===== config.mk =====
export PLATFORM = sky130hd
export DESIGN_NAME = tbase_counter
export DESIGN_NICKNAME = d
export VERILOG_FILES = /design/src/rtl/tbase_counter.sv
export SDC_FILE = /design/constraint.sdc
export NUM_CORES = 1
export LEC_CHECK = 0
export ABC_AREA = 1
export BUFFER_PORTS_ARGS = -buffer_cell sky130_fd_sc_hd__buf_2
export CORE_UTILIZATION = 56
export DETAILED_ROUTE_END_ITERATION = 8
export PLACE_DENSITY = 0.79
export SYNTH_ARGS = -nofsm -noshare
export SYNTH_HDL_FRONTEND = slang
export SYNTH_SLANG_ARGS = --single-unit

===== constraint.sdc =====
create_clock -name clk -period 2.7 [get_ports clk]
set_clock_uncertainty 0.2 [all_clocks]
set_input_delay 0.27 -clock clk [delete_from_list [all_inputs] [get_ports clk]]
set_output_delay 0.27 -clock clk [all_outputs]
set_load 0.005 [all_outputs]

===== src/rtl/tbase_counter.sv =====
module tbase_counter #(
  parameter int WORD_W = 32
) (
  input  logic              clk,
  input  logic              rst_n,
  input  logic              xtal_en,
  input  logic              alt_en,
  input  logic              wr_en,
  input  logic              rd_en,
  input  logic [1:0]        addr,
  input  logic [WORD_W-1:0] wdata,
  output logic [WORD_W-1:0] rdata
);
  localparam int CW = 2 * WORD_W;
  localparam int PW = WORD_W - 1;
  localparam logic [WORD_W-1:0] UNITY = {1'b1, {PW{1'b0}}};

  logic              sel_alt, step2;
  logic [WORD_W-1:0] presc, hi_hold, ctrl_word;
  logic [PW-1:0]     phase;
  logic [CW-1:0]     count;

  wire              en   = sel_alt ? alt_en : xtal_en;
  wire [WORD_W-1:0] eff  = (presc > UNITY) ? UNITY : presc;
  wire [WORD_W-1:0] sum  = {1'b0, phase} + eff;
  wire              tick = en & sum[WORD_W-1];
  wire [CW-1:0]     inc  = {{(CW-2){1'b0}}, step2, ~step2};

  always_comb begin
    ctrl_word    = '0;
    ctrl_word[8] = sel_alt;
    ctrl_word[9] = step2;
  end

  always_ff @(posedge clk) begin
    if (!rst_n) begin
      sel_alt <= 1'b0;
      step2   <= 1'b0;
      presc   <= UNITY;
      phase   <= '0;
      count   <= '0;
      hi_hold <= '0;
      rdata   <= '0;
    end else begin
      if (wr_en) begin
        case (addr)
          2'd0: begin
            sel_alt <= wdata[8];
            step2   <= wdata[9];
          end
          2'd1: presc <= wdata;
          default: ;
        endcase
      end
      if (en)   phase <= sum[PW-1:0];
      if (tick) count <= count + inc;
      if (rd_en) begin
        case (addr)
          2'd0: rdata <= ctrl_word;
          2'd1: rdata <= presc;
          2'd2: begin
            rdata   <= count[WORD_W-1:0];
            hi_hold <= count[CW-1:WORD_W];
          end
          default: rdata <= hi_hold;
        endcase
      end
    end
  end

  p_step_bound_r4: assert property (@(posedge clk) disable iff (!rst_n)
    1'b1 |=> (count - $past(count)) <= CW'(2));

  p_idle_hold_r7: assert property (@(posedge clk) disable iff (!rst_n)
    !en |=> ($stable(count) && $stable(phase)));

  p_full_rate_r5: assert property (@(posedge clk) disable iff (!rst_n)
    (en && presc >= UNITY) |=> count != $past(count));

  p_zero_hold_r9: assert property (@(posedge clk) disable iff (!rst_n)
    (presc == '0) |=> $stable(count));

  p_hi_capture_r6: assert property (@(posedge clk) disable iff (!rst_n)
    (rd_en && addr == 2'd2) |=> hi_hold == $past(count[CW-1:WORD_W]));

  p_lo_read_r8: assert property (@(posedge clk) disable iff (!rst_n)
    (rd_en && addr == 2'd2) |=> rdata == $past(count[WORD_W-1:0]));
endmodule


Word-level counts from Yosys, hierarchy flattened. Cells that the tools add are included.

Register bits after elaboration: 193. Bits of input ports: 40. Output and inout port bits: 32.

Reduce and logical (&&, ||, !) cells: 4. Multiplexer cells: 3. Bitwise logic cells: 2. Equal/unequal tests: 2. Order comparisons: 1. Add/subtract/negate cells: 2.

Operator list (count): $pmux W32 S3 (1); $add A64 B2 Y64 (1); $add A31 B32 Y32 (1); $gt A32 B32 Y1 const B (1); $mux W32 (1); $reduce_and A2 Y1 (3); $eq A2 B1 Y1 const B (1); $eq A2 B2 Y1 const B (1); $logic_not A2 Y1 (1); $and A1 B1 Y1 (1); $mux W1 (1); $not A1 Y1 (1).

Depth between registers and ports, before layout. Gate-level depths: netlist of run 1.

Depth in word-level cells: 4. Gate-level depth with buffers: 22. Depth with buffers taken out: 19.

Least setup slack after synthesis of run 1. OpenSTA, ideal clock, no wires.

Kind: reg2reg. Start point: register presc[7]. End point: register count[16]. Arrival: 2.651 ns. Buffers on the path: 3. Stages on the path, launching flop included: 21. Data required time: 2.390 ns. Library setup time: 0.110 ns. Setup slack: -0.261 ns. Period minus slack after synthesis: 2.961 ns. Path through: dfxtp_1 inv_1 nand4_1 nor4_1 a41oi_1 clkbuf_1 nor2_1 ha_1 or2_1 nand3_1 nand2_2 nand2_2 nand2_4 nand2_4 nand3_2 nand2_4 buf_8 buf_8 nand3_2 nand2_1 nor2_1.

Word-level cells in the longest chain between the ends: 4.

RTL lines: start, declared (line 19) `logic [WORD_W-1:0] presc, hi_hold, ctrl_word;`; start signal, assigned (line 51) `2'd1: presc <= wdata;`; $gt A32 B32 Y1 (line 24) `wire [WORD_W-1:0] eff = (presc > UNITY) ? UNITY : presc;`; $mux W32 * (line 24); $add A31 B32 Y32 * (line 25) `wire [WORD_W-1:0] sum = {1'b0, phase} + eff;`; $and A1 B1 Y1 * (line 26) `wire tick = en & sum[WORD_W-1];`; end signal, assigned (line 56) `if (tick) count <= count + inc;`; end, declared (line 21) `logic [CW-1:0] count;`.

Mark *: on every way between the ends. The rest lies on a longest branch, timed or not. A chain may end at the register's enable or synchronous reset.

Worst setup path after layout of run 1.
Start point: register presc[3]. End point: register count[56].

Same word-level chain as after synthesis.

==> flow_metrics.env, run 1 <==
export IMPL_status="finished with violations"
export IMPL_violations="setup timing"
export IMPL_drt_iter0_markers=1315
export IMPL_fmax_ghz=0.293
export IMPL_io_buffers=71
export IMPL_post_synth_top_count_cell="sky130_fd_sc_hd__nand2_1"
export IMPL_synth_enable_flop_cells=0
export IMPL_hold_path_class="primary input to flop"
export IMPL_syn_inst=2004
export IMPL_die_x_um=151
export IMPL_cts_root_buf="sky130_fd_sc_hd__clkbuf_16"
export IMPL_netlist_top_cells_count="sky130_fd_sc_hd__nand2_1, sky130_fd_sc_hd__inv_1, sky130_fd_sc_hd__nor2_1"
export IMPL_ys_types=46
export IMPL_htree_levels=4
export IMPL_grt_overflow_total=0
export IMPL_startpoint_type="flop"
export IMPL_grt_total_usage_pct=38.0
export IMPL_timing_setup_critical_path_class="flop to flop"
export IMPL_hpwlAfterDp_um=31300
export IMPL_areaGrowthSynthToFinish_pct=23.7
export IMPL_maxCapViolations=0
export IMPL_largest_net_degree_at_the_start_of_global_routing=87
export IMPL_ff_latch_area_mm2=0.00387
export IMPL_drt_drc_violations_left=0
export IMPL_layout_nets=2312
export IMPL_min_period_ns=3.41
export IMPL_worst_slew_slack_as_a_fraction_of_its_limit_pct=42.1
export IMPL_floorplan_io_pins=72
export IMPL_cp_required_ns=2.89
export IMPL_cts_num_sinks=193
export IMPL_finalInstanceArea_mm2=0.0154
export IMPL_ys_dominant_reg_cell="sky130_fd_sc_hd__dfxtp_1"
export IMPL_cts_buffers=17
export IMPL_die_area_mm2=0.0229
export IMPL_syn_avg_cell_area_um2=6.23
export IMPL_fraction_of_synthesis_flops_using_an_asynchronous_set_or_reset_pin_pct=0
export IMPL_wire_length_of_the_first_global_routing_pass_um=66900
export IMPL_drt_wl_total_um=42200
export IMPL_power_static_leakage_nw=7.06
export IMPL_share_of_the_yosys_chip_area_belonging_to_registers_pct=30.9
export IMPL_cts_reportedPaths_clkPinSlew_ns=0.08
export IMPL_antenna_found_initial=0
export IMPL_postLayoutSetupSlackWorst_ns=-0.712
export IMPL_yosys_area_top_type="sky130_fd_sc_hd__dfxtp_1"
export IMPL_weighted_congestion_at_the_end_of_routability_driven_global_placement=0.970
export IMPL_die_h_um=151
export IMPL_core_area_mm2=0.0218
export IMPL_final_hold_viol_count=0
export IMPL_wl_per_cell_um=16.7
export IMPL_proportion_of_layout_cells_with_a_drive_suffix_above_1_pct=19.2
export IMPL_netlist_area_mm2=0.0125
export IMPL_timing_critical_path_arrival_ns=3.60
export IMPL_yosys_warnings=0
export IMPL_drtPass1Iterations=6
export IMPL_cts_tree="yes"
export IMPL_rsz0062_at_grt="yes"
export IMPL_vias_per_cell=5.51
export IMPL_final_setup_viol_count=92
export IMPL_layout_cells_non_filler=2530
export IMPL_finalSetupTns_ns=-56.17
export IMPL_synth_nets=2079
export IMPL_initial_core_util_pct=57.2
export IMPL_critical_path_endpoint_type="flop"
export IMPL_cellPowerDensity_mw_per_mm2=432
export IMPL_ff2ff_setup_slack_ns=-0.71
export IMPL_ir_worst_vdd_mv=0.336
export IMPL_drv_slew=0
export IMPL_share_of_the_synthesized_area_in_the_top_cell_type_pct=30.9
export IMPL_post_route_period_util_pct=126
export IMPL_fillerInstances=1865
export IMPL_inserted_diodes=0
export IMPL_max_clock_path_buffers=2
export IMPL_synth_seq_cells=193
export IMPL_row_count=54
export IMPL_yosys_top_cells_area="sky130_fd_sc_hd__dfxtp_1, sky130_fd_sc_hd__nand2_1, sky130_fd_sc_hd__inv_1"
export IMPL_number_of_global_route_vias_before_repair=12700
export IMPL_dp_cells=2468
export IMPL_insertion_delay_ns=0.45
export IMPL_placement_cell_area_mm2=0.0144
export IMPL_critical_path_max_fanout=31
export IMPL_routed_via_count=13900
export IMPL_multiInputGateArea_mm2=0.00710
export IMPL_max_slew_worst_pin_slew_ns=0.869
export IMPL_ant_nets=0
## kinds of logic after synthesis
group,Yosys count,synth area share [%]
and+or+nand+nor,1038,37.2
buffers and inverters,427,13.6
AOI/OAI and AO/OA,297,13.7
DFF,193,30.9
adders and majority gates,35,3.63
xor gates and xnor gates,14,0.982
## per-layer routing
metal / wire (µm) / share of wire, % / global-route usage (%)
met1: 18600 / 44 / 51.6
met2: 18700 / 44 / 59.8
met3: 3410 / 8.1 / 5.75
met4: 1510 / 3.6 / 15.3
met5: 0 / 0 / 0
## critical path, stage by stage (launching register included)
cell	delay, ns
sky130_fd_sc_hd__dfxtp_2	0.34
sky130_fd_sc_hd__inv_2	0.06
sky130_fd_sc_hd__nand4_1	0.16
sky130_fd_sc_hd__nor4_4	0.37
sky130_fd_sc_hd__a41oi_2	0.20
sky130_fd_sc_hd__buf_12	0.22
sky130_fd_sc_hd__nor2_1	0.12
sky130_fd_sc_hd__ha_1	0.28
sky130_fd_sc_hd__nand2_1	0.08
sky130_fd_sc_hd__nand2_1	0.07
sky130_fd_sc_hd__nand2_1	0.06
sky130_fd_sc_hd__nand2_1	0.08
sky130_fd_sc_hd__a21oi_2	0.17
sky130_fd_sc_hd__nand2_4	0.08
sky130_fd_sc_hd__nand2_4	0.09
sky130_fd_sc_hd__nand2_2	0.08
sky130_fd_sc_hd__nand2_2	0.11
sky130_fd_sc_hd__nand2_4	0.11
sky130_fd_sc_hd__buf_12	0.18
sky130_fd_sc_hd__nand3_1	0.07
sky130_fd_sc_hd__nand2_1	0.05
sky130_fd_sc_hd__nor2_1	0.11
## placed cells by master (no fill, tap or decap), types with 4 or more instances in the layout
cell	count
sky130_fd_sc_hd__a21o_1	4
sky130_fd_sc_hd__a21oi_1	104
sky130_fd_sc_hd__a21oi_2	8
sky130_fd_sc_hd__a41oi_1	20
sky130_fd_sc_hd__buf_12	9
sky130_fd_sc_hd__buf_2	70
sky130_fd_sc_hd__buf_4	190
sky130_fd_sc_hd__clkbuf_16	17
sky130_fd_sc_hd__dfxtp_1	191
sky130_fd_sc_hd__dlygate4sd3_1	28
sky130_fd_sc_hd__ha_1	30
sky130_fd_sc_hd__inv_1	329
sky130_fd_sc_hd__inv_2	12
sky130_fd_sc_hd__nand2_1	453
sky130_fd_sc_hd__nand2_2	19
sky130_fd_sc_hd__nand2_4	4
sky130_fd_sc_hd__nand3_1	160
sky130_fd_sc_hd__nand3_2	42
sky130_fd_sc_hd__nand4_1	28
sky130_fd_sc_hd__nor2_1	253
sky130_fd_sc_hd__nor2_2	24
sky130_fd_sc_hd__nor3_1	30
sky130_fd_sc_hd__nor3_2	4
sky130_fd_sc_hd__nor4_1	7
sky130_fd_sc_hd__o21ai_0	97
sky130_fd_sc_hd__o21ai_1	6
sky130_fd_sc_hd__o21bai_1	26
sky130_fd_sc_hd__o22ai_1	22
sky130_fd_sc_hd__xor2_1	12
## area by class of cell
class	instances	area share [%]
clock inverter	12	0.956
sequential	193	25.0
inverter	343	8.33
tap	280	2.27
clock buffer	20	2.96
multi-input combinational	1385	46.0
timing repair buffer	297	14.5
## repair_timing
item	in CTS	in global routing
pin swaps	2	1
resized for setup	26	13
endpoints found under the hold margin	27	1
setup endpoints to repair	94	93
cloned	1	0
buffers inserted	1	0
hold buffers	27	1
## worst paths after layout
| check | startpoint | end | cells after the start |
|---|---|---|---|
| worst min-delay path | wdata[0] | presc[0] | 3 |
| worst max-delay path | presc[3] | count[56] | 21 |
| worst max register to register | presc[3] | count[56] | 21 |
| worst min register to register | hi_hold[14] | hi_hold[14] | 2 |
## power breakdown
group	internal, W	switching, W
registers	0.00294	0.0000593
clock network	0.00144	0.00123
logic	0.000417	0.000574
total	0.00480	0.00186
## stage by stage
step	util [%]	hold WS [ns]	setup slack, ns	total power, W
detailed placement	66.1	0.248	-0.958	0.00398
finish	70.8	0.00487	-0.712	0.00667
floorplan	-	0.200	-0.211	0.00358
global placement	66.1	0.240	-0.659	0.00395
CTS	70.5	0.00239	-0.657	0.00665
global route	70.8	0.00985	-0.925	0.00690
## flip-flops by register name, indices dropped and copies added (netlist names)
name and cells:
hi_hold 32, sel_alt 1, phase 31, count 64
rdata 32, step2 1, presc 32
(Power assumes the default switching activity.)
==> run 2, diff against run 1 <==
ABC_AREA = default   (was 1)
CELL_PAD_IN_SITES_DETAIL_PLACEMENT = 1   (was default)
CELL_PAD_IN_SITES_GLOBAL_PLACEMENT = 1   (was default)
CORE_UTILIZATION = 41   (was 56)
PLACE_DENSITY = 0.78   (was 0.79)
==> flow_metrics.env, run 2 <==
export IMPL_status="finished with violations"
export IMPL_violations="setup timing"
export IMPL_final_hold_viol_count=0
export IMPL_floorplan_io_pins=72
export IMPL_synth_enable_flop_cells=0
export IMPL_cts_num_sinks=193
export IMPL_share_of_the_yosys_chip_area_belonging_to_registers_pct=37.7
export IMPL_routed_via_count=12000
export IMPL_syn_avg_cell_area_um2=7.99
export IMPL_cts_tree="yes"
export IMPL_yosys_top_cells_area="sky130_fd_sc_hd__dfxtp_1, sky130_fd_sc_hd__a21oi_1, sky130_fd_sc_hd__nand2_1"
export IMPL_die_x_um=160
export IMPL_grt_overflow_total=0
export IMPL_weighted_congestion_at_the_end_of_routability_driven_global_placement=0.874
export IMPL_max_slew_worst_pin_slew_ns=0.725
export IMPL_fin_hold_ws_ns=0.0622
export IMPL_ys_types=67
export IMPL_max_clock_path_buffers=2
export IMPL_power_static_leakage_nw=5.61
export IMPL_areaGrowthSynthToFinish_pct=40.3
export IMPL_initial_core_util_pct=42.0
export IMPL_mostFrequentLayoutCell="sky130_fd_sc_hd__nand2_1"
export IMPL_drv_slew=0
export IMPL_drtPass1Iterations=5
export IMPL_fmax_ghz=0.209
export IMPL_synth_seq_cells=193
export IMPL_share_of_the_synthesized_area_in_the_top_cell_type_pct=37.7
export IMPL_syn_inst=1282
export IMPL_insertion_delay_ns=0.47
export IMPL_adder_cell_fraction_of_synth_area_pct=4.42
export IMPL_post_route_period_util_pct=177
export IMPL_drt_iter0_markers=1130
export IMPL_startpoint_type="flop"
export IMPL_cellPowerDensity_mw_per_mm2=464
export IMPL_reg_with_most_ffs="count"
export IMPL_critical_path_max_fanout=7
export IMPL_critical_path_endpoint_type="flop"
export IMPL_netlist_area_mm2=0.0102
export IMPL_number_of_global_route_vias_before_repair=12300
export IMPL_cts_buffers=17
export IMPL_wire_length_of_the_first_global_routing_pass_um=70000
export IMPL_post_synth_top_count_cell="sky130_fd_sc_hd__nand2_1"
export IMPL_yosys_area_top_type="sky130_fd_sc_hd__dfxtp_1"
export IMPL_fraction_of_synthesis_flops_using_an_asynchronous_set_or_reset_pin_pct=0
export IMPL_report_power_total_w=0.00666
export IMPL_cp_required_ns=2.89
export IMPL_proportion_of_layout_cells_with_a_drive_suffix_above_1_pct=34.4
export IMPL_timing_critical_path_slowest_cell_delay_ns=0.52
export IMPL_maxCapViolations=0
export IMPL_yosys_mux_area_fraction_pct=4.37
export IMPL_rsz0062_at_grt="yes"
export IMPL_synth_compound_area_share_pct=21.4
export IMPL_yosys_warnings=0
export IMPL_multiInputGateArea_mm2=0.00674
export IMPL_min_period_ns=4.78
export IMPL_timing_critical_path_arrival_ns=4.97
export IMPL_ir_worst_vdd_mv=0.293
export IMPL_postLayoutSetupSlackWorst_ns=-2.08
export IMPL_drt_drc_violations_left=0
export IMPL_synth_xor_area_share_pct=2.22
export IMPL_cts_root_buf="sky130_fd_sc_hd__clkbuf_16"
export IMPL_wl_per_cell_um=26.0
export IMPL_ys_dominant_reg_cell="sky130_fd_sc_hd__dfxtp_1"
export IMPL_worst_slew_slack_as_a_fraction_of_its_limit_pct=51.3
export IMPL_synth_nets=1357
export IMPL_critPathMostFrequentCell="sky130_fd_sc_hd__buf_6"
export IMPL_htree_levels=4
export IMPL_cts_reportedPaths_clkPinSlew_ns=0.09
export IMPL_critical_path_slowest_cell="sky130_fd_sc_hd__or4_1"
export IMPL_cp_cell_sequence="nor4_2 -> nand4_1 -> o21ai_4 -> buf_4 -> buf_6 -> and2_1 -> ha_2 -> inv_2 -> nor2_1 -> a221oi_2 -> a21boi_4 -> o211ai_4 -> a21oi_4 -> o31ai_4 -> buf_6 -> or4_1 -> a21oi_1"
export IMPL_critPathTopFamily="compound AO/OA/AOI/OAI gates"
export IMPL_ff_latch_area_mm2=0.00389
export IMPL_core_area_mm2=0.0244
export IMPL_synth_top_family_by_area="simple AND/OR/NAND/NOR gates"
export IMPL_final_setup_viol_count=94
export IMPL_grt_total_usage_pct=35.1
export IMPL_antenna_found_initial=2
export IMPL_layout_common_cells="sky130_fd_sc_hd__nand2_1, sky130_fd_sc_hd__buf_4, sky130_fd_sc_hd__dfxtp_1"
export IMPL_hpwlAfterDp_um=26800
export IMPL_critPathBufInv=4
export IMPL_area_share_of_and_or_nand_nor_cells_after_synthesis_pct=25.5
export IMPL_ant_nets=0
export IMPL_layout_nets=1632
export IMPL_die_h_um=160
export IMPL_hold_path_class="primary input to flop"
export IMPL_timing_setup_critical_path_class="flop to flop"
export IMPL_fillerInstances=2840
export IMPL_row_count=57
export IMPL_die_area_mm2=0.0256
export IMPL_largest_net_degree_at_the_start_of_global_routing=71
export IMPL_netlist_top_cells_count="sky130_fd_sc_hd__nand2_1, sky130_fd_sc_hd__dfxtp_1, sky130_fd_sc_hd__a21oi_1"
export IMPL_vias_per_cell=6.34
export IMPL_flip_flop_count_of_the_largest_register_after_layout=64
export IMPL_drt_wl_total_um=49200
export IMPL_io_buffers=71
==> run 2: cell families after synthesis <==
kind of cell | Yosys count
xor+xnor | 26
mux | 40
flops | 193
buf+inv | 108
simple gates | 537
fa+ha+maj | 35
compound gates | 343
==> run 2: per-stage QoR <==
stage | worst slack, ns | instances | util (%) | TNS (ns) | area, µm²
6_report | -2.08 | 1895 | 58.9 | -163.86 | 14400
5_1_grt | -2.26 | 1895 | 58.9 | -181.72 | 14400
4_1_cts | -1.48 | 1877 | 57.0 | -113.32 | 13900
3_5_place_dp | -1.68 | 1799 | 51.1 | -130.15 | 12500
3_3_place_gp | -1.54 | 1799 | 51.1 | -118.54 | 12500
2_1_floorplan | -0.986 | 1282 | - | -68.41 | 10400
==> run 2: path summary, 6_finish.rpt <==
kind                                   from          end  slack, ns  depth (start not counted)
worst min register to register  hi_hold[29]  hi_hold[29]       0.26                          2
worst min-delay path                  rst_n    phase[22]       0.06                          3
worst max-delay path              presc[20]    count[42]      -2.08                         17
worst max register to register    presc[20]    count[42]      -2.08                         17
==> run 2: what timing repair did <==
item                       4_1_cts  5_1_grt
pin swaps                       29       35
setup buffers                   12       17
hold endpoints to repair        34        0
resized for setup               79       82
cloned                           2        1
setup endpoints to repair       92       94
hold buffers                    32        0
==> run 2: cell type report <==
| type | count | share of cell area [%] |
|---|---|---|
| diodes | 1 | 0.0174 |
| clock buffers | 20 | 3.18 |
| clock inverters | 12 | 1.00 |
| inverters | 24 | 0.662 |
| multi-input cells | 981 | 46.9 |
| flip-flops and latches | 193 | 27.1 |
| well taps | 324 | 2.82 |
| repair buffers | 340 | 18.3 |
==> run 2: worst register-to-register path, cell delays in order (launching register included) <==
cell                       delay (ns)
sky130_fd_sc_hd__dfxtp_2         0.34
sky130_fd_sc_hd__nor4_2          0.35
sky130_fd_sc_hd__nand4_1         0.43
sky130_fd_sc_hd__o21ai_4         0.35
sky130_fd_sc_hd__buf_4           0.16
sky130_fd_sc_hd__buf_6           0.12
sky130_fd_sc_hd__and2_1          0.18
sky130_fd_sc_hd__ha_2            0.30
sky130_fd_sc_hd__inv_2           0.10
sky130_fd_sc_hd__nor2_1          0.08
sky130_fd_sc_hd__a221oi_2        0.35
sky130_fd_sc_hd__a21boi_4        0.31
sky130_fd_sc_hd__o211ai_4        0.16
sky130_fd_sc_hd__a21oi_4         0.28
sky130_fd_sc_hd__o31ai_4         0.13
sky130_fd_sc_hd__buf_6           0.16
sky130_fd_sc_hd__or4_1           0.52
sky130_fd_sc_hd__a21oi_1         0.18
==> run 2: report_power, final <==
group | switching [W] | internal (W)
Combinational | 0.000560 | 0.000390
Sequential | 0.0000491 | 0.00290
Clock | 0.00133 | 0.00144
==> run 2: per-layer routing <==
metal | wire, µm | up-vias | GRT usage (%)
met5 | 13 | - | 0
met1 | 18700 | 5961 | 39.5
met4 | 3170 | 2 | 19.7
met3 | 3200 | 241 | 6.44
met2 | 24100 | 625 | 62.1
li1 | - | 5189 | -
